File: src/rtl/sobel_pkg.sv
package sobel_pkg;
    localparam int CH_W     = 6;
    localparam int PIX_W    = 3 * CH_W;
    localparam int KSIZE    = 5;
    localparam int ACC_W    = 16;
    localparam int MAG_SHIFT = 5;
    localparam int MAG_MAX  = 63;

    typedef enum logic {
        ST_FILL   = 1'b0,
        ST_STREAM = 1'b1
    } fill_state_e;

    function automatic int smooth_w(input int i);
        case (i)
            0, 4:    return 1;
            1, 3:    return 4;
            default: return 6;
        endcase
    endfunction

    function automatic int diff_w(input int i);
        case (i)
            0:       return 1;
            1:       return 2;
            3:       return -2;
            4:       return -1;
            default: return 0;
        endcase
    endfunction
endpackage

File: src/rtl/sobel_grey.sv
module sobel_grey
    import sobel_pkg::*;
(
    input  logic [PIX_W-1:0] pix,
    output logic [CH_W-1:0]  grey
);
    logic [7:0] chan_sum;

    assign chan_sum = 8'(pix[3*CH_W-1:2*CH_W]) + 8'(pix[2*CH_W-1:CH_W]) + 8'(pix[CH_W-1:0]);
    // multiply by 171/512: floor result equals floor(sum/3) for sums up to 189
    assign grey = CH_W'((16'(chan_sum) * 16'd171) >> 9);
endmodule

File: src/rtl/sobel_window.sv
module sobel_window
    import sobel_pkg::*;
#(
    parameter int TAPS = 37
) (
    input  logic                       clk,
    input  logic                       rst,
    input  logic                       en,
    input  logic [CH_W-1:0]            din,
    output logic [TAPS-1:0][CH_W-1:0]  hist
);
    always_ff @(posedge clk) begin
        if (rst) begin
            hist <= '0;
        end else if (en) begin
            hist <= {hist[TAPS-2:0], din};
        end
    end
endmodule

File: src/rtl/sobel_conv.sv
module sobel_conv
    import sobel_pkg::*;
(
    input  logic [KSIZE-1:0][KSIZE-1:0][CH_W-1:0] win,
    output logic signed [ACC_W-1:0]              gx,
    output logic signed [ACC_W-1:0]              gy
);
    int acc_x;
    int acc_y;

    always_comb begin
        acc_x = 0;
        acc_y = 0;
        for (int r = 0; r < KSIZE; r++) begin
            for (int c = 0; c < KSIZE; c++) begin
                acc_x = acc_x + int'(win[r][c]) * (smooth_w(r) * diff_w(c));
                acc_y = acc_y + int'(win[r][c]) * (diff_w(r) * smooth_w(c));
            end
        end
    end

    assign gx = ACC_W'(acc_x);
    assign gy = ACC_W'(acc_y);
endmodule

File: src/rtl/sobel_edge_stream.sv
module sobel_edge_stream
    import sobel_pkg::*;
#(
    parameter int LINE_W = 64
) (
    input  logic             clk,
    input  logic             rst,
    input  logic             en,
    input  logic [17:0]      pix_in,
    output logic [17:0]      pix_out,
    output logic             out_valid
);
    localparam int TAPS  = (KSIZE - 1) * LINE_W + KSIZE;
    localparam int CNT_W = $clog2(TAPS + 1);

    logic [CH_W-1:0]                       grey;
    logic [TAPS-1:0][CH_W-1:0]             hist;
    logic [KSIZE-1:0][KSIZE-1:0][CH_W-1:0] win;
    logic signed [ACC_W-1:0]               gx, gy;
    logic signed [ACC_W-1:0]               gx_q, gy_q;
    logic [ACC_W-1:0]                      abs_x, abs_y;
    logic [ACC_W:0]                        mag_sum;
    logic [ACC_W-MAG_SHIFT:0]              scaled;
    logic [CH_W-1:0]                       mag, mag_q;
    logic                                  v_conv, v_mag;
    fill_state_e                           state_q, state_d;
    logic [CNT_W-1:0]                      fill_cnt;
    logic                                  streaming;

    sobel_grey u_grey (.pix(pix_in), .grey(grey));

    sobel_window #(.TAPS(TAPS)) u_win (
        .clk(clk), .rst(rst), .en(en), .din(grey), .hist(hist)
    );

    for (genvar r = 0; r < KSIZE; r++) begin : g_row
        for (genvar c = 0; c < KSIZE; c++) begin : g_col
            assign win[r][c] = hist[(KSIZE-1-r)*LINE_W + (KSIZE-1-c)];
        end
    end

    sobel_conv u_conv (.win(win), .gx(gx), .gy(gy));

    // fill controller: next state
    always_comb begin
        state_d = state_q;
        unique case (state_q)
            ST_FILL:   if (en && fill_cnt == CNT_W'(TAPS - 1)) state_d = ST_STREAM;
            ST_STREAM: state_d = ST_STREAM;
        endcase
    end

    // fill controller: state register and push count
    always_ff @(posedge clk) begin
        if (rst) begin
            state_q  <= ST_FILL;
            fill_cnt <= '0;
        end else begin
            state_q <= state_d;
            if (en && state_q == ST_FILL) fill_cnt <= fill_cnt + 1'b1;
        end
    end

    assign streaming = (state_q == ST_STREAM);

    assign abs_x   = gx_q[ACC_W-1] ? ACC_W'(-gx_q) : ACC_W'(gx_q);
    assign abs_y   = gy_q[ACC_W-1] ? ACC_W'(-gy_q) : ACC_W'(gy_q);
    assign mag_sum = {1'b0, abs_x} + {1'b0, abs_y};
    assign scaled  = (ACC_W-MAG_SHIFT+1)'(mag_sum >> MAG_SHIFT);
    assign mag     = (scaled > (ACC_W-MAG_SHIFT+1)'(MAG_MAX)) ? CH_W'(MAG_MAX) : scaled[CH_W-1:0];

    // datapath and output registers
    always_ff @(posedge clk) begin
        if (rst) begin
            gx_q      <= '0;
            gy_q      <= '0;
            v_conv    <= 1'b0;
            mag_q     <= '0;
            v_mag     <= 1'b0;
            pix_out   <= '0;
            out_valid <= 1'b0;
        end else if (en) begin
            gx_q      <= gx;
            gy_q      <= gy;
            v_conv    <= streaming;
            mag_q     <= mag;
            v_mag     <= v_conv;
            pix_out   <= {mag_q, mag_q, mag_q};
            out_valid <= v_mag;
        end
    end
endmodule

File: config.mk
export PLATFORM = sky130hd
export DESIGN_NAME = sobel_edge_stream
export DESIGN_NICKNAME = d
export VERILOG_FILES = /design/src/rtl/sobel_pkg.sv /design/src/rtl/sobel_grey.sv /design/src/rtl/sobel_window.sv /design/src/rtl/sobel_conv.sv /design/src/rtl/sobel_edge_stream.sv
export SDC_FILE = /design/constraint.sdc
export NUM_CORES = 2
export LEC_CHECK = 0
export ABC_AREA = 1
export BUFFER_PORTS_ARGS = -buffer_cell sky130_fd_sc_hd__buf_2
export CAP_MARGIN = 40
export CORE_MARGIN = 2
export CORE_UTILIZATION = 30
export CTS_BUF_LIST = sky130_fd_sc_hd__clkbuf_4
export DETAILED_ROUTE_END_ITERATION = 8
export SYNTH_ARGS = -nofsm -noshare
export SYNTH_HDL_FRONTEND = slang
export SYNTH_SLANG_ARGS = --single-unit
export TNS_END_PERCENT = 30
File: constraint.sdc
create_clock -name clk -period 6.9 [get_ports clk]
set_input_delay 0.345 -clock clk [delete_from_list [all_inputs] [get_ports clk]]
set_output_delay 0.345 -clock clk [all_outputs]
set_load 0.02 [all_outputs]
== Yosys cells after proc, flatten, opt, wreduce, memory -nomap -nowiden ==
Cells that the tools add are included.

* Bits in registers: 1635
* Input bits: 21
* Output and inout port bits: 19

* $add $sub $neg: 58
* Order comparisons: 1
* Bitwise operators: 1
* Reduce and logical (&&, ||, !) cells: 2
* Multiplexer cells: 5
* Multipliers: 9
* Equal/unequal tests: 1

{| class="wikitable"
|+ Operator list
! kind !! number
|-
| $add 16x16->16 || 15
|-
| $add 16x10->16 || 5
|-
| $add 16x11->16 || 4
|-
| $neg 6->15 || 4
|-
| $neg 6->14 || 4
|-
| $add 16x8->16 || 3
|-
| $add 16x9->16 || 3
|-
| $neg 6->16 || 3
|-
| $mul 7x3->10 const B || 4
|-
| $neg 6->13 || 3
|-
| $add 16x12->16 || 2
|-
| $add 16x7->16 || 2
|-
| $mul 6x2->8 const B || 4
|-
| $mux 16 || 2
|-
| $neg 16->16 || 2
|-
| $add 16x16->17 || 1
|-
| $add 9x16->16 || 1
|-
| $mul 8x8->15 const B || 1
|-
| $gt 12x6->1 const B || 1
|-
| $add 9x9->10 || 1
|-
| $add 6x8->9 || 1
|-
| $add 9x1->9 const B || 1
|-
| $eq 9x9->1 const B || 1
|-
| $add 6x7->8 || 1
|-
| other kinds (7) || 8
|}

== Depth between registers and ports, before layout ==
* Depth after elaboration: 19
* Depth in mapped cells: 36
* Mapped depth without buffers: 36

== Cells and area by module ==
From an unflattened synthesis, not the netlist that was laid out.

* Cells, all modules: 12264
* Area, all modules: 83231.1 sq um

{| class="wikitable"
|+ By module, submodules not included
! module !! area each (sq um) !! cells each !! seq. area each (sq um) !! instances
|-
| sobel_window || 64326.7 || 9918 || 31350.1 || 1
|-
| sobel_conv || 13382.8 || 1529 || 0.0 || 1
|-
| sobel_edge_stream || 3751.1 || 583 || 1141.1 || 1
|-
| sobel_grey || 1770.4 || 234 || 0.0 || 1
|}

== Worst setup path before layout ==
No wires, ideal clock.

* Kind: reg-to-reg
* Start: register u_win.hist[1549] (netlist name)
* End: register gy_q[13]
* Library setup time: 0.113 ns
* Cell stages (with the launch flop): 32
* Arrival: 6.992 ns
* Setup slack: -0.205 ns
* Required time: 6.787 ns
* Path through: dfxtp_1 -> ha_1 -> fa_1 -> inv_1 -> fa_1 -> inv_1 -> fa_1 -> nand3_1 -> nand2_1 -> nand2_1 -> nand2_1 -> a21oi_1 -> xor2_1 -> fa_1 -> inv_1 -> fa_1 -> fa_1 -> inv_1 -> fa_1 -> fa_1 -> inv_1 -> fa_1 -> inv_1 -> ha_1 -> a21oi_1 -> nand2_1 -> a21boi_1 -> o21ai_0 -> a21oi_1 -> xor2_1 -> o21ai_1 -> inv_1

* Longest elaborated chain between the ends: 19

{| class="wikitable"
|+ Ends and longest elaborated chain
! what !! RTL line !! RTL
|-
| from (decl) || sobel_window.sv:10 || <nowiki>output logic [TAPS-1:0][CH_W-1:0] hist</nowiki>
|-
| from (signal assigned) || sobel_window.sv:16 || <nowiki>hist <= {hist[TAPS-2:0], din};</nowiki>
|-
| $mul 6x2->8 || sobel_conv.sv:17 || <nowiki>acc_y = acc_y + int'(win[r][c]) * (diff_w(r) * smooth_w(c));</nowiki>
|-
| $add 9x9->10 || sobel_conv.sv:17 ||
|-
| $add 16x9->16 || sobel_conv.sv:17 ||
|-
| $add 16x7->16 || sobel_conv.sv:17 ||
|-
| $add 16x8->16 || sobel_conv.sv:17 ||
|-
| $add 16x10->16 || sobel_conv.sv:17 ||
|-
| $add 16x11->16 || sobel_conv.sv:17 ||
|-
| $add 16x10->16 || sobel_conv.sv:17 ||
|-
| $add 16x8->16 || sobel_conv.sv:17 ||
|-
| $add 16x16->16 (2 in a row) || sobel_conv.sv:17 ||
|-
| $add 16x12->16 || sobel_conv.sv:17 ||
|-
| $add 16x16->16 (4 in a row) || sobel_conv.sv:17 ||
|-
| $add 16x11->16 || sobel_conv.sv:17 ||
|-
| $add 16x16->16 (2 in a row) || sobel_conv.sv:17 ||
|-
| to (signal assigned) || sobel_edge_stream.sv:84 || <nowiki>gy_q <= gy;</nowiki>
|-
| to (decl) || sobel_edge_stream.sv:20 || <nowiki>logic signed [ACC_W-1:0] gx_q, gy_q;</nowiki>
|}

Every way passes these cells.
A chain may end at the register's enable or synchronous reset.

== Worst setup path in the final report ==
* Start: register u_win.hist[1549] (netlist name)
* End: register gy_q[11]

Same word-level chain as after synthesis.

==> results.md <==
- Commonest non-fill, non-tap cell in the layout: nor2_1
- First-pass DRT Iterations: 5
- Period utilization: 102%
- Critical Path Most Common Cell: fa_1
- I/O pin count: 40
- RSZ-0062 raised after global routing: yes
- Clock root cell: clkbuf_4
- Hold crit path type: input pin to register
- Initial Util: 30.2%
- DRC viols: 0
- Synth cell types: 43
- CP required: 8160 ps
- Sequential area share after synthesis: 45.6%
- Layout cells sized above 1: 10.1%
- Syn-to-layout area delta: 12.0%
- Worst Setup Start Kind: register
- HPWL Detailed: 108,000 um
- CTS Buf Count: 431
- Die H: 491 um
- Max Fclk: 142 MHz
- Fin crit period: 7040 ps
- Largest net degree at the start of global routing: 292
- Synth Instances: 8,917
- Drt first-iter violations: 3,631
- Max Buffers Root-to-Sink: 4
- Crit path DAT: 8300 ps
- Setup slack at placement: -603 ps
- Worst-path clk slew: 60 ps
- CP peak stage delay: 540 ps
- Final core occ: 33.9%
- CP Class: register to register
- Final wirelength: 171,000 um
- Final Hold Viols: 0
- DR vias: 55.5k
- Clock latency on the worst-skew pair: 1360 ps
- IO buf count: 39
- Grt ovf: 0
- Yosys reg bits: 1,623
- Number of routed nets with antenna violations: 0
- Pins Over Slew Limit: 0
- Total clock sinks: 1,623
- CTS tree: built
- Final setup margin: -142 ps
- First-pass GRT wire length: 282,000 um
- Die width: 491 um
- Core Footprint: 0.236 mm^2
- Result of the run: finished with violations
- Crit path max fanout: 5
- Post-Syn Area per Cell: 8.00 um^2
- GRT Resource Usage Total: 14.0%
- # H-tree levels: 5
- Maxcap violations: 0
- Initial antenna violation count: 4
- Global placement routability congestion: 0.872
- Least-Margin Pin Slew: 1090 ps
- Cell area after synthesis: 0.0713 mm^2
- Crit end category: register
- Syn Nets: 9,523
- DIE AREA: 0.242 mm^2
- Drt wl/cell: 13.8 um
- Relative slew margins: 27.7%
- # setup viols final: 5
- Failing checks: setup timing
- Most frequent cells in the layout: nor2_1, o21ai_0, dfxtp_1
- Slowest-stage cell, CP: fa_1
- Vias in the first global route: 54.4k
- Yosys Warn Count: 0
- # rows: 178
- Nets@finish: 9,595
- Vias per std cell: 4.47
- Clk_skew: 82.7 ps
-- synthesized netlist by cell type, drive strengths merged --
master  count  share of area [%]
a21o        5              0.053
xnor2      45               0.55
or2         3              0.026
o31ai       2              0.021
o21ai    1651                 12
nand4      12               0.11
nor2     2950                 16
ha        263                4.6
a21boi      1              0.011
nand3      85               0.65
fa        322                9.0
o21bai     10               0.11
nand2     267                1.4
buf       193                1.5
a21oi     269                1.9
o21a        4              0.042
xor2       83                1.0
inv       717                3.8
nor3b       1              0.011
nor4        5              0.053
o211ai      3              0.032
clkbuf    359                1.9
a31oi      12               0.11
dfxtp    1623                 46
a31o        2              0.025
o22ai       2              0.018
nor3       23               0.18
nand3b      5              0.053
-- flip-flops by register name, summed over array words and instances, names as in the netlist --
register	cells
gx_q	16
gy_q	16
v_mag	1
out_valid	1
v_conv	1
pix_out	6
state_q	1
fill_cnt	9
u_win.hist	1566
mag_q	6
-- final cells by class --
cell class                      count  area (um^2)
Fill cell                       24800       156000
Sequential cell                  1623        32500
Clock inverter                     67          348
Inverter                          717         2720
Antenna cell                        6         15.0
Timing Repair Buffer              191         1620
Multi-Input combinational cell   6025        34100
Clock buffer                      624         4680
Tap cell                         3150         3940
-- through the flow --
stage | TNS [ps] | cells | hold WS [ps] | area [um^2]
after floorplan | -8.84 | 8917 | 445 | 71300
after global placement | -3720 | 11700 | 457 | 74200
after detailed placement | -3520 | 11700 | 461 | 74300
after CTS | -958 | 12400 | 23.8 | 79700
after global routing | -3000 | 12400 | 109 | 79900
final | -588 | 12400 | 214 | 79900
-- critical path, delay by kind of cell (launching register included) --
family	cells	cell delay [ps]
flops	1	370
xor+xnor	2	330
buf+inv	10	760
fa+ha+maj	11	4560
simple gates	5	380
compound gates	4	540
-- kinds of logic after synthesis --
family | Yosys count | synth area share [%]
and+or+nand+nor | 3351 | 18.1
AOI/OAI and AO/OA | 1961 | 13.9
DFF | 1623 | 45.6
buffers and inverters | 1269 | 7.19
adders and majority gates | 585 | 13.7
xor gates and xnor gates | 128 | 1.57
-- routing by layer --
metal,global-route usage (%),vias up,routed length (um)
met1,19.1,25800,83000
met5,0,-,0
met4,4.58,0,3890
met3,2.89,240,7160
li1,-,28500,-
met2,21.9,862,76600
-- what timing repair did --
action	CTS	global route
buffers inserted	6	1
hold buffers	12	0
pin swaps	66	25
endpoints found under the hold margin	512	0
gates resized for setup	50	37
endpoints found under the setup margin	8	15
-- path summary, 6_finish.rpt --
kind	from	end	slack (ps)	cells after the start
worst min-delay path	en	out_valid$_SDFFE_PP0P_	210	4
worst min register to register	u_win.hist[436]$_SDFFE_PP0P_	u_win.hist[442]$_SDFFE_PP0P_	410	2
worst max-delay path	u_win.hist[1549]$_SDFFE_PP0P_	gy_q[11]$_SDFFE_PP0P_	-140	32
worst max register to register	u_win.hist[1549]$_SDFFE_PP0P_	gy_q[11]$_SDFFE_PP0P_	-140	32
Power is not shown: default switching activity piles up to over one toggle a cycle in this logic, so the estimate is an artifact.
